[src/rtl/lp_pkg.sv]
package lp_pkg;

    // Length of the end-of-poll pattern on the line: one 0 and then EOP_W-1 ones.
    localparam int EOP_W = 8;

    typedef enum logic [2:0] {
        ST_OFF,    // ring operation disabled
        ST_HUNT,   // pass-through, waiting for an end-of-poll to enter
        ST_ECHO,   // on the ring, repeating with one bit of delay
        ST_MSG,    // sending message bits
        ST_TAIL    // sending the closing end-of-poll
    } loop_st_t;

    typedef struct packed {
        logic line;     // registered line bit used in delayed mode
        logic on;       // delay is in the path
        logic sending;  // station owns the line
        logic ready;    // message bit taken this cycle
    } loop_out_t;

    function automatic logic st_on_loop(input loop_st_t st);
        return (st == ST_ECHO) || (st == ST_MSG) || (st == ST_TAIL);
    endfunction

endpackage

[src/rtl/lp_eop_detect.sv]
module lp_eop_detect #(
    parameter int W = lp_pkg::EOP_W
) (
    input  logic clk,
    input  logic rst,
    input  logic tick,
    input  logic rx_bit,
    output logic eop
);
    localparam logic [W-1:0] PAT = {1'b0, {(W-1){1'b1}}};

    logic [W-2:0] hist;

    always_ff @(posedge clk) begin
        if (rst)
            hist <= '1;
        else if (tick)
            hist <= {hist[W-3:0], rx_bit};
    end

    // Match is flagged while the final 1 is being sampled, before it is stored.
    assign eop = tick && ({hist, rx_bit} == PAT);

endmodule

[src/rtl/lp_tail_gen.sv]
module lp_tail_gen #(
    parameter int W = lp_pkg::EOP_W
) (
    input  logic clk,
    input  logic rst,
    input  logic active,
    input  logic tick,
    output logic tail_bit,
    output logic tail_done
);
    localparam int CW = (W > 2) ? $clog2(W) : 1;
    localparam logic [CW-1:0] LAST = CW'(W - 1);

    logic [CW-1:0] cnt;

    always_ff @(posedge clk) begin
        if (rst || !active)
            cnt <= '0;
        else if (tick && cnt != LAST)
            cnt <= cnt + 1'b1;
    end

    assign tail_bit  = (cnt != '0);
    assign tail_done = (cnt == LAST);

endmodule

[src/rtl/lp_ctrl.sv]
module lp_ctrl
    import lp_pkg::*;
(
    input  logic      clk,
    input  logic      rst,
    input  logic      tick,
    input  logic      rx_bit,
    input  logic      eop,
    input  logic      cfg_loop,
    input  logic      cfg_go_active,
    input  logic      cfg_go_off,
    input  logic      msg_valid,
    input  logic      msg_bit,
    input  logic      msg_last,
    input  logic      tail_bit,
    input  logic      tail_done,
    output loop_st_t  st,
    output loop_out_t o
);
    logic line_q;
    logic send_q;

    always_ff @(posedge clk) begin
        if (rst || !cfg_loop) begin
            st     <= ST_OFF;
            line_q <= 1'b1;
            send_q <= 1'b0;
        end else if (st == ST_OFF) begin
            st <= ST_HUNT;
        end else if (tick) begin
            unique case (st)
                ST_HUNT: begin
                    line_q <= rx_bit;
                    if (eop && !cfg_go_off)
                        st <= ST_ECHO;
                end
                ST_ECHO: begin
                    send_q <= 1'b0;
                    if (eop && cfg_go_off) begin
                        line_q <= rx_bit;
                        st     <= ST_HUNT;
                    end else if (eop && cfg_go_active && msg_valid) begin
                        line_q <= 1'b0;
                        send_q <= 1'b1;
                        st     <= ST_MSG;
                    end else begin
                        line_q <= rx_bit;
                    end
                end
                ST_MSG: begin
                    if (msg_valid) begin
                        line_q <= msg_bit;
                        if (msg_last)
                            st <= ST_TAIL;
                    end else begin
                        line_q <= 1'b1;
                    end
                end
                ST_TAIL: begin
                    line_q <= tail_bit;
                    if (tail_done)
                        st <= ST_ECHO;
                end
                default: st <= ST_OFF;
            endcase
        end
    end

    always_comb begin
        o.line    = line_q;
        o.on      = st_on_loop(st);
        o.sending = send_q;
        o.ready   = cfg_loop && tick && (st == ST_MSG);
    end

endmodule

[src/rtl/lp_loop_repeater.sv]
module lp_loop_repeater
    import lp_pkg::*;
#(
    parameter int EOP_LEN = lp_pkg::EOP_W
) (
    input  logic clk,
    input  logic rst,
    input  logic bit_en,
    input  logic rx_bit,
    input  logic cfg_loop,
    input  logic cfg_go_active,
    input  logic cfg_go_off,
    input  logic msg_valid,
    input  logic msg_bit,
    input  logic msg_last,
    output logic msg_ready,
    output logic tx_bit,
    output logic on_loop,
    output logic loop_sending
);
    logic      eop;
    logic      tail_bit;
    logic      tail_done;
    loop_st_t  st;
    loop_out_t ctl;

    lp_eop_detect #(.W(EOP_LEN)) u_det (
        .clk    (clk),
        .rst    (rst),
        .tick   (bit_en),
        .rx_bit (rx_bit),
        .eop    (eop)
    );

    lp_tail_gen #(.W(EOP_LEN)) u_tail (
        .clk       (clk),
        .rst       (rst),
        .active    (st == ST_TAIL),
        .tick      (bit_en),
        .tail_bit  (tail_bit),
        .tail_done (tail_done)
    );

    lp_ctrl u_ctrl (
        .clk           (clk),
        .rst           (rst),
        .tick          (bit_en),
        .rx_bit        (rx_bit),
        .eop           (eop),
        .cfg_loop      (cfg_loop),
        .cfg_go_active (cfg_go_active),
        .cfg_go_off    (cfg_go_off),
        .msg_valid     (msg_valid),
        .msg_bit       (msg_bit),
        .msg_last      (msg_last),
        .tail_bit      (tail_bit),
        .tail_done     (tail_done),
        .st            (st),
        .o             (ctl)
    );

    assign tx_bit       = (cfg_loop && ctl.on) ? ctl.line : rx_bit;
    assign on_loop      = ctl.on;
    assign loop_sending = ctl.sending;
    assign msg_ready    = ctl.ready;

endmodule

[config.mk]
export PLATFORM = sky130hd
export DESIGN_NAME = lp_loop_repeater
export DESIGN_NICKNAME = d
export VERILOG_FILES = /design/src/rtl/lp_pkg.sv /design/src/rtl/lp_eop_detect.sv /design/src/rtl/lp_tail_gen.sv /design/src/rtl/lp_ctrl.sv /design/src/rtl/lp_loop_repeater.sv
export SDC_FILE = /design/constraint.sdc
export NUM_CORES = 1
export LEC_CHECK = 0
export ABC_CLOCK_PERIOD_IN_PS = 2150
export BUFFER_PORTS_ARGS = -buffer_cell sky130_fd_sc_hd__buf_2
export CELL_PAD_IN_SITES_DETAIL_PLACEMENT = 1
export CELL_PAD_IN_SITES_GLOBAL_PLACEMENT = 2
export CORE_MARGIN = 2
export CORE_UTILIZATION = 34
export CTS_BUF_LIST = sky130_fd_sc_hd__clkbuf_4 sky130_fd_sc_hd__clkbuf_8 sky130_fd_sc_hd__clkbuf_16
export CTS_CLUSTER_DIAMETER = 100
export DETAILED_ROUTE_END_ITERATION = 7
export PLACE_DENSITY = 0.88
export SLEW_MARGIN = 30
export SYNTH_ARGS = -nofsm -noshare
export SYNTH_HDL_FRONTEND = slang
export SYNTH_HIERARCHICAL = 1
export SYNTH_SLANG_ARGS = --single-unit
[constraint.sdc]
create_clock -name clk -period 2.15 [get_ports clk]
set_clock_uncertainty 0.05 [all_clocks]
set_input_delay 0.1075 -clock clk [delete_from_list [all_inputs] [get_ports clk]]
set_output_delay 0.1075 -clock clk [all_outputs]
set_load 0.02 [all_outputs]
==> run summary, run 1 <==
Status: completed
Syn avg cell area: 9.59 sq um
Most numerous cell in the Yosys netlist: nand2_1
Worst slew pin tran: 437 ps
Largest net degree at the start of global routing: 15
HP Class: input port to register
Core Region: 2730 sq um
DPL Wire Length: 1.59 mm
DR vias: 716
Post-route ant nets: 0
Yosys reg bits: 15
Peak VDD IR: 0.307 mV
WP data required: 1990 ps
Ports: 14
Setup crit start kind: register
RSZ-0062 raised after global routing: false
Final Max Slew Viols: 0
Leading area contributor after synthesis: dfxtp_1
DRC: 0
CP endpoint kind: primary output
Maximum clock rate: 502 MHz
Tmin final: 1990 ps
Port Buffer Count: 13
Hold path depth: 3
Vias per cell: 4.97
Worst Reg-to-Reg Cells: 6
CTS Hold Buffers Added: 0
Crit path DAT: 1830 ps
Max_cap viols: 0
Layout area overhead: 8.53%
Global router's overall resource usage: 13.5%
Share of cells above drive strength 1: 29.2%
Routed len/inst: 13.7 um
Gpl congestion: 0.835
Pwr Density: 509 nW/um^2
Synth top cells by count: 17 x nand2_1, 15 x dfxtp_1, 9 x mux2i_1
Worst-skew pair later-pin latency: 280 ps
CTS clk-pin slew, worst paths: 90 ps
Mapped Area: 968 sq um
Sink Count: 15
Max Fanout on Critical Path: 12
First-pass GRT wire length: 3.35 mm
Top FF cell, synth: dfxtp_1
CTS tree: built
Clock tree root buffer cell: clkbuf_4
Vias in the first global route: 726
Max_slew headroom: 70.8%
Seq/Total Area, Yosys: 31.0%
Fin Setup TNS: 0 ps
Initial Util: 35.4%
Die area: 3290 sq um
Post-synthesis cell type count: 43
Chip height: 57.4 um
Post-synth ARST share: 0%
Grt ovf: 0
LEAKAGE: 0.448 nW
First DRT Iteration DRCs: 35
Final setup fails: 0
Share of the synthesized area in the top cell type: 31.0%
Fin nets: 127
Routed WL: 1.98 mm
Syn Inst Count: 101
CTS Buf Count: 3
ANT cells: 0
Row cnt: 19
Syn_nets: 114
Htree depth: 1
Initial antenna violation count: 0
Post-synth EDFFs: 0
WS Path Type: register to primary output
First drt pass iteration count: 4
Die extent in x: 57.4 um
Final Cycle Share: 92.6%
Synth area leaders: dfxtp_1 31%, mux2i_1 9.3%, nand2_1 6.6%
Synthesis Warnings: 6
Max Root-Sink Buffers: 2
Final Hold Viols: 0
Overall power: 0.535 mW
where the power goes:
group          internal, mW  switching [mW]  leakage, nW
logic                0.0327          0.0330        0.308
registers             0.283         0.00928        0.122
clock network        0.0847          0.0929       0.0184
worst max-delay path, stage by stage (launching register included):
cell and delay, ps:
dfxtp_2 460, and2b_2 260, or2_2 300, nand2_1 80, mux2_4 290, buf_2 160
state kept, by name (all words and copies together), names as in the netlist:
name           count
u_det/hist         7
u_tail/cnt         3
u_ctrl/line_q      1
u_ctrl/send_q      1
u_ctrl/st          3
metal layers:
layer | share of wire (%) | GRT usage (%) | up-vias
li1 | - | - | 374
met1 | 48 | 17.8 | 329
met2 | 48 | 21.6 | 11
met3 | 3.5 | 4.76 | 2
met4 | 0.66 | 1.99 | 0
met5 | 0 | 0 | -
worst paths after layout:
| path | endpoint | start | slack, ps |
|---|---|---|---|
| setup / recovery | tx_bit | u_ctrl/st[2] | 160 |
| hold reg to reg | u_ctrl/send_q | u_ctrl/send_q | 420 |
| hold / removal | u_det/hist[0] | rx_bit | 70 |
| setup reg to reg | u_ctrl/line_q | u_det/hist[2] | 350 |
cell type report:
type                    count  area (sq um)
fillers                   318          1680
multi-input cells          75           589
inverters                   5          18.8
repair buffers             14          72.6
well taps                  31          38.8
clock buffers               4          30.0
flip-flops and latches     15           302
through the flow:
step                      setup slack, ps  cells  hold slack (ps)  utilization, %  instance area (sq um)
final                                 158    144             75.0            38.4                   1050
after floorplan                       533    101              188               -                    968
after CTS                           0.738    144             80.6            38.4                   1050
after global routing                 64.3    144              118            38.4                   1050
after detailed placement              333    140              385            37.3                   1020
after global placement                381    140              364            37.3                   1020
timing repair:
item	in CTS	in global routing
resized for setup	0	1
endpoints found under the setup margin	0	1
endpoints found under the hold margin	0	0
buffers inserted	0	0
cell usage in the layout, fill, tap and decap left out, types with 2 or more instances in the layout:
cell | netlist | layout
clkbuf_4 | 0 | 4
nand2_1 | 17 | 17
mux2i_1 | 9 | 9
buf_2 | 0 | 13
nor2_1 | 3 | 3
ha_1 | 3 | 3
nor3b_1 | 2 | 2
xnor2_1 | 2 | 2
nor3b_4 | 2 | 2
nand3_1 | 3 | 3
nand2b_1 | 4 | 4
inv_1 | 5 | 5
dfxtp_1 | 15 | 14
kinds of logic (layout without fill, tap and decap cells):
| logic type | after synthesis | after routing | share of synthesized area [%] |
|---|---|---|---|
| xor+xnor | 2 | 2 | 1.81 |
| fa+ha+maj | 3 | 3 | 3.88 |
| simple gates | 46 | 46 | 31.9 |
| mux | 10 | 10 | 10.9 |
| compound gates | 14 | 14 | 12.4 |
| buf+inv | 11 | 23 | 8.14 |
| flops | 15 | 15 | 31.0 |
Power figures use the tool's default switching activity.
==> inputs of run 2 (changes only) <==
--- a/config.mk
+++ b/config.mk
@@ -6,7 +6,7 @@
 export NUM_CORES = 1
 export LEC_CHECK = 0
 export ABC_CLOCK_PERIOD_IN_PS = 2150
-export BUFFER_PORTS_ARGS = -buffer_cell sky130_fd_sc_hd__buf_2
+export BUFFER_PORTS_ARGS = -buffer_cell sky130_fd_sc_hd__clkbuf_2
 export CELL_PAD_IN_SITES_DETAIL_PLACEMENT = 1
 export CELL_PAD_IN_SITES_GLOBAL_PLACEMENT = 2
 export CORE_MARGIN = 2
@@ -15,6 +15,7 @@
 export CTS_CLUSTER_DIAMETER = 100
 export DETAILED_ROUTE_END_ITERATION = 7
 export PLACE_DENSITY = 0.88
+export SETUP_SLACK_MARGIN = 0.1
 export SLEW_MARGIN = 30
 export SYNTH_ARGS = -nofsm -noshare
 export SYNTH_HDL_FRONTEND = slang
==> run 2 against run 1 <==
Flip-flop and latch count unchanged. Routed wire length up 8.7%. Sequential share of layout area down 0.069 points. Sequential power hardly changed. Total power is 0.31% higher. First-iteration DRC count is 57% lower. Largest cell class unchanged.
==> run summary, run 2 (synthesis gave the netlist of run 1 again) <==
Reg with most FFs: u_det/hist
WS Path Type: register to primary output
Final Max Slew Viols: 0
WP data required: 1990 ps
Initial Util: 35.4%
Share of cells above drive strength 1: 32.2%
Final Cycle Share: 88.8%
DRC: 0
Final worst hold slack: 86.0 ps
Setup crit start kind: register
Sink Count: 15
First DRT Iteration DRCs: 15
Initial antenna violation count: 0
Maximum clock rate: 524 MHz
Fin nets: 129
CTS tree: built
Layout area overhead: 10.6%
RSZ-0062 raised after global routing: false
Pwr Density: 501 nW/um^2
Max_slew headroom: 71.2%
Max Fanout on Critical Path: 8
Worst Reg-to-Reg Cells: 6
Worst slew pin tran: 428 ps
Routed len/inst: 14.7 um
Final Cell Area: 1070 sq um
HP Class: input port to register
DR vias: 743
DPL Wire Length: 1.65 mm
Global router's overall resource usage: 14.2%
Largest regs: u_det/hist x7, u_ctrl/st x3, u_tail/cnt x3
Post-route ant nets: 0
Core Region: 2730 sq um
CTS Buf Count: 3
LEAKAGE: 0.455 nW
Die area: 3290 sq um
Final setup fails: 0
Most frequent cells in the layout: 17 x nand2_1, 13 x clkbuf_2, 12 x dfxtp_1, 9 x mux2i_1, 5 x inv_1
Chip height: 57.4 um
Port Buffer Count: 13
Peak VDD IR: 0.246 mV
Row cnt: 19
Hold path depth: 3
Crit path DAT: 1750 ps
Gpl congestion: 0.849
Clock tree root buffer cell: clkbuf_4
ANT cells: 0
Worst-skew pair later-pin latency: 300 ps
CTS clk-pin slew, worst paths: 100 ps
First drt pass iteration count: 4
Number of flip-flops in the largest register: 7
Placed cell area: 1020 sq um
Max_cap viols: 0
First-pass GRT wire length: 3.47 mm
Vias in the first global route: 760
Largest net degree at the start of global routing: 15
Htree depth: 1
Tmin final: 1910 ps
Final Hold Viols: 0
Fin Setup TNS: 0 ps
Vias per cell: 5.09
Grt ovf: 0
Most common library cell in the layout ignoring fill and taps: nand2_1
Ports: 14
Routed WL: 2.15 mm
Die extent in x: 57.4 um
Max Root-Sink Buffers: 2
CP endpoint kind: primary output
Status: completed
-- run 2: per-layer routing --
metal | part of all wire (%) | global-route usage, % | routed length (um) | vias up
li1 | - | - | - | 376
met1 | 47 | 16.9 | 1010 | 352
met2 | 48 | 23.5 | 1030 | 10
met3 | 3.1 | 3.40 | 66 | 5
met4 | 2.1 | 6.98 | 46 | 0
met5 | 0 | 0 | 0 | -
-- run 2: timing repair --
action                     4_1_cts  5_1_grt
setup buffers                    0        2
resized for setup                1        3
setup endpoints to repair        1        1
hold buffers                     0        0
-- run 2: where the power goes --
part           switching (mW)  internal, mW
registers             0.00947         0.282
clock network           0.109        0.0710
logic                  0.0332        0.0327
-- run 2: metrics by stage --
stage / power [mW] / worst slack [ps] / util [%] / std cells
after global routing: 0.565 / 138 / 39.2 / 146
after CTS: 0.547 / 119 / 38.4 / 144
final: 0.537 / 241 / 39.2 / 146
after floorplan: 0.346 / 533 / - / 101
after global placement: 0.363 / 387 / 37.3 / 140
after detailed placement: 0.365 / 351 / 37.3 / 140
-- run 2: worst max-delay path, cell delays in order, from the launching register on --
cell and delay [ps]:
dfxtp_4 390, and2b_2 230, or2_2 300, nand2_1 80, mux2_4 290, clkbuf_2 150
-- run 2: final cells by class --
| class | count | area, sq um |
|---|---|---|
| Fill cell | 325 | 1660 |
| Multi-Input combinational cell | 75 | 589 |
| Sequential cell | 15 | 307 |
| Timing Repair Buffer | 16 | 87.6 |
| Tap cell | 31 | 38.8 |
| Clock buffer | 3 | 22.5 |
| Inverter | 5 | 18.8 |
| Clock inverter | 1 | 7.51 |
-- run 2: worst paths after layout --
check,start,end,slack [ps]
setup / recovery,u_ctrl/st[2],tx_bit,240
hold / removal,rst,u_det/hist[1],90
setup reg to reg,u_det/hist[2],u_ctrl/line_q,350
hold reg to reg,u_ctrl/send_q,u_ctrl/send_q,420
==> inputs of run 3 (changes only) <==
--- a/config.mk
+++ b/config.mk
@@ -5,16 +5,17 @@
 export SDC_FILE = /design/constraint.sdc
 export NUM_CORES = 1
 export LEC_CHECK = 0
+export ABC_AREA = 1
 export ABC_CLOCK_PERIOD_IN_PS = 2150
 export BUFFER_PORTS_ARGS = -buffer_cell sky130_fd_sc_hd__clkbuf_2
 export CELL_PAD_IN_SITES_DETAIL_PLACEMENT = 1
 export CELL_PAD_IN_SITES_GLOBAL_PLACEMENT = 2
 export CORE_MARGIN = 2
-export CORE_UTILIZATION = 34
+export CORE_UTILIZATION = 29
 export CTS_BUF_LIST = sky130_fd_sc_hd__clkbuf_4 sky130_fd_sc_hd__clkbuf_8 sky130_fd_sc_hd__clkbuf_16
 export CTS_CLUSTER_DIAMETER = 100
 export DETAILED_ROUTE_END_ITERATION = 7
-export PLACE_DENSITY = 0.88
+export PLACE_DENSITY = 0.89
 export SETUP_SLACK_MARGIN = 0.1
 export SLEW_MARGIN = 30
 export SYNTH_ARGS = -nofsm -noshare
==> run 3 against run 2 <==
Core utilization down 4.9 points. Area after synthesis down 5.3%. Total power up 4.9%. Final cell count up 41%. Worst setup slack better by 190 ps. Critical endpoint unchanged. Synthesized cell count up 47%.
==> run summary, run 3 <==
Status: completed
Comb pwr share: 15.7%
Port Buffer Count: 13
Grt ovf: 0
Synthesis Warnings: 6
Peak VDD IR: 0.185 mV
Layout area overhead: 13.2%
CTS tree: built
WS Path Type: register to primary output
Sink Count: 15
Clock tree root buffer cell: clkbuf_4
Syn avg cell area: 6.20 sq um
CTS Buf Count: 3
Ports: 14
Post-CTS Resized: 0
Mapped Area: 917 sq um
Largest regs: u_det/hist x7, u_ctrl/st x3, u_tail/cnt x3
Worst-skew pair later-pin latency: 300 ps
HP Class: input port to register
Final Hold Viols: 0
First DRT Iteration DRCs: 24
Part of the power in registers: 53.3%
Tmin final: 1720 ps
Routed len/inst: 11.2 um
Post-route ant nets: 0
Setup crit start kind: register
Reg with most FFs: u_det/hist
First-pass GRT wire length: 3.83 mm
Gpl congestion: 0.790
Yosys reg bits: 15
Syn_nets: 161
Synth top cells by count: 40 x nand2_1, 24 x nor2_1, 21 x inv_1
Post-synth ARST share: 0%
Top FF cell, synth: dfxtp_1
Row cnt: 20
CTS Hold Buffers Added: 0
Global router's overall resource usage: 14.4%
Die extent in x: 60.2 um
Htree depth: 1
Share of cells above drive strength 1: 16.7%
Final Cycle Share: 80.1%
Maximum clock rate: 581 MHz
Overall power: 0.563 mW
DPL Wire Length: 1.90 mm
Vias per cell: 4.57
Seq/Total Area, Yosys: 32.7%
DRC: 0
Fin Setup TNS: 0 ps
Pwr Density: 543 nW/um^2
Syn Inst Count: 148
Max_slew headroom: 79.3%
Most common library cell in the layout ignoring fill and taps: nand2_1
Max Fanout on Critical Path: 8
WP data required: 1990 ps
Initial antenna violation count: 0
Share of the synthesized area in the top cell type: 32.7%
CTS clk-pin slew, worst paths: 100 ps
Vias in the first global route: 891
Placed cell area: 1010 sq um
Most frequent cells in the layout: 40 x nand2_1, 24 x nor2_1, 21 x inv_1, 18 x nand3_1, 15 x dfxtp_1
Max Root-Sink Buffers: 2
Chip height: 60.2 um
Synth area leaders: dfxtp_1 33%, nand2_1 16%, nand3_1 9.8%
Max_cap viols: 0
Switch share: 30.7%
RSZ-0062 raised after global routing: false
Largest net degree at the start of global routing: 15
Final Cell Area: 1040 sq um
Worst slew pin tran: 310 ps
Final Max Slew Viols: 0
Fin nets: 176
Most numerous cell in the Yosys netlist: nand2_1
Crit path DAT: 1560 ps
Post-synthesis cell type count: 20
Postcts setup bufs: 0
Fill cells: 415
Final setup fails: 0
ANT cells: 0
Routed WL: 2.30 mm
Leading area contributor after synthesis: dfxtp_1
NetSw: 0.173 mW
Post-synth EDFFs: 0
First drt pass iteration count: 4
Pint: 0.390 mW
Number of flip-flops in the largest register: 7
Clock Power Share: 31.0%
CP endpoint kind: primary output
Initial Util: 30.3%
Core Region: 3030 sq um
LEAKAGE: 0.537 nW
DR vias: 942
Die area: 3630 sq um
[run 3: cell types whose count changed after synthesis, moves of 9 or more]
cell	delta
mux2i_1	-9
nor2_1	+21
inv_1	+16
nand3_1	+15
nand2_1	+23
[run 3: kinds of logic after synthesis]
kind of cell,synth area share [%]
simple gates,42.4
compound gates,7.64
buf+inv,13.1
fa+ha+maj,4.09
flops,32.7
[run 3: final timing paths]
kind / from / to / slack [ps] / depth (start not counted)
max: u_ctrl/st[0] / tx_bit / 430 / 6
max reg2reg: u_det/hist[0] / u_ctrl/st[2] / 620 / 12
min: rst / u_det/hist[5] / 20 / 3
min reg2reg: u_ctrl/line_q / u_ctrl/line_q / 440 / 2
[run 3: routing by layer]
layer  GRT usage, %  routed length [um]  up-vias
met5              0                   0        -
met4           7.62                  54        0
met3           2.16                  89        5
met2           23.4                1090       16
met1           18.2                1070      435
li1               -                   -      486
[run 3: final cells by class]
type	count	area, sq um	area share, %
Clock inverter	1	5.00	0.482
Timing Repair Buffer	13	65.1	6.27
Multi-Input combinational cell	105	497	47.8
Tap cell	44	55.1	5.30
Clock buffer	3	22.5	2.17
Inverter	25	93.8	9.04
Sequential cell	15	300	28.9
[run 3: power groups by stage]
stage,combinational (mW),clock [mW],sequential (mW)
2_1_floorplan,0.0629,0,0.303
3_3_place_gp,0.0868,0,0.306
3_5_place_dp,0.0890,0,0.307
4_1_cts,0.0896,0.185,0.300
5_1_grt,0.101,0.198,0.302
6_report,0.0886,0.175,0.300
[run 3: critical path, cell delays in order (launching register included)]
cell      delay [ps]
dfxtp_1          400
nor2_1           240
nand2_1          130
nand2_1          160
nand3_1           90
nand2_1           80
clkbuf_2         170
[run 3: through the flow]
stage                     std cells  setup WS [ps]  hold WS [ps]  utilization, %
after floorplan                 148            819           157               -
after CTS                       206            411          15.9            34.3
after detailed placement        202            593           335            33.4
final                           206            428          22.8            34.3
after global routing            206            281          39.2            34.3
after global placement          202            642           329            33.4
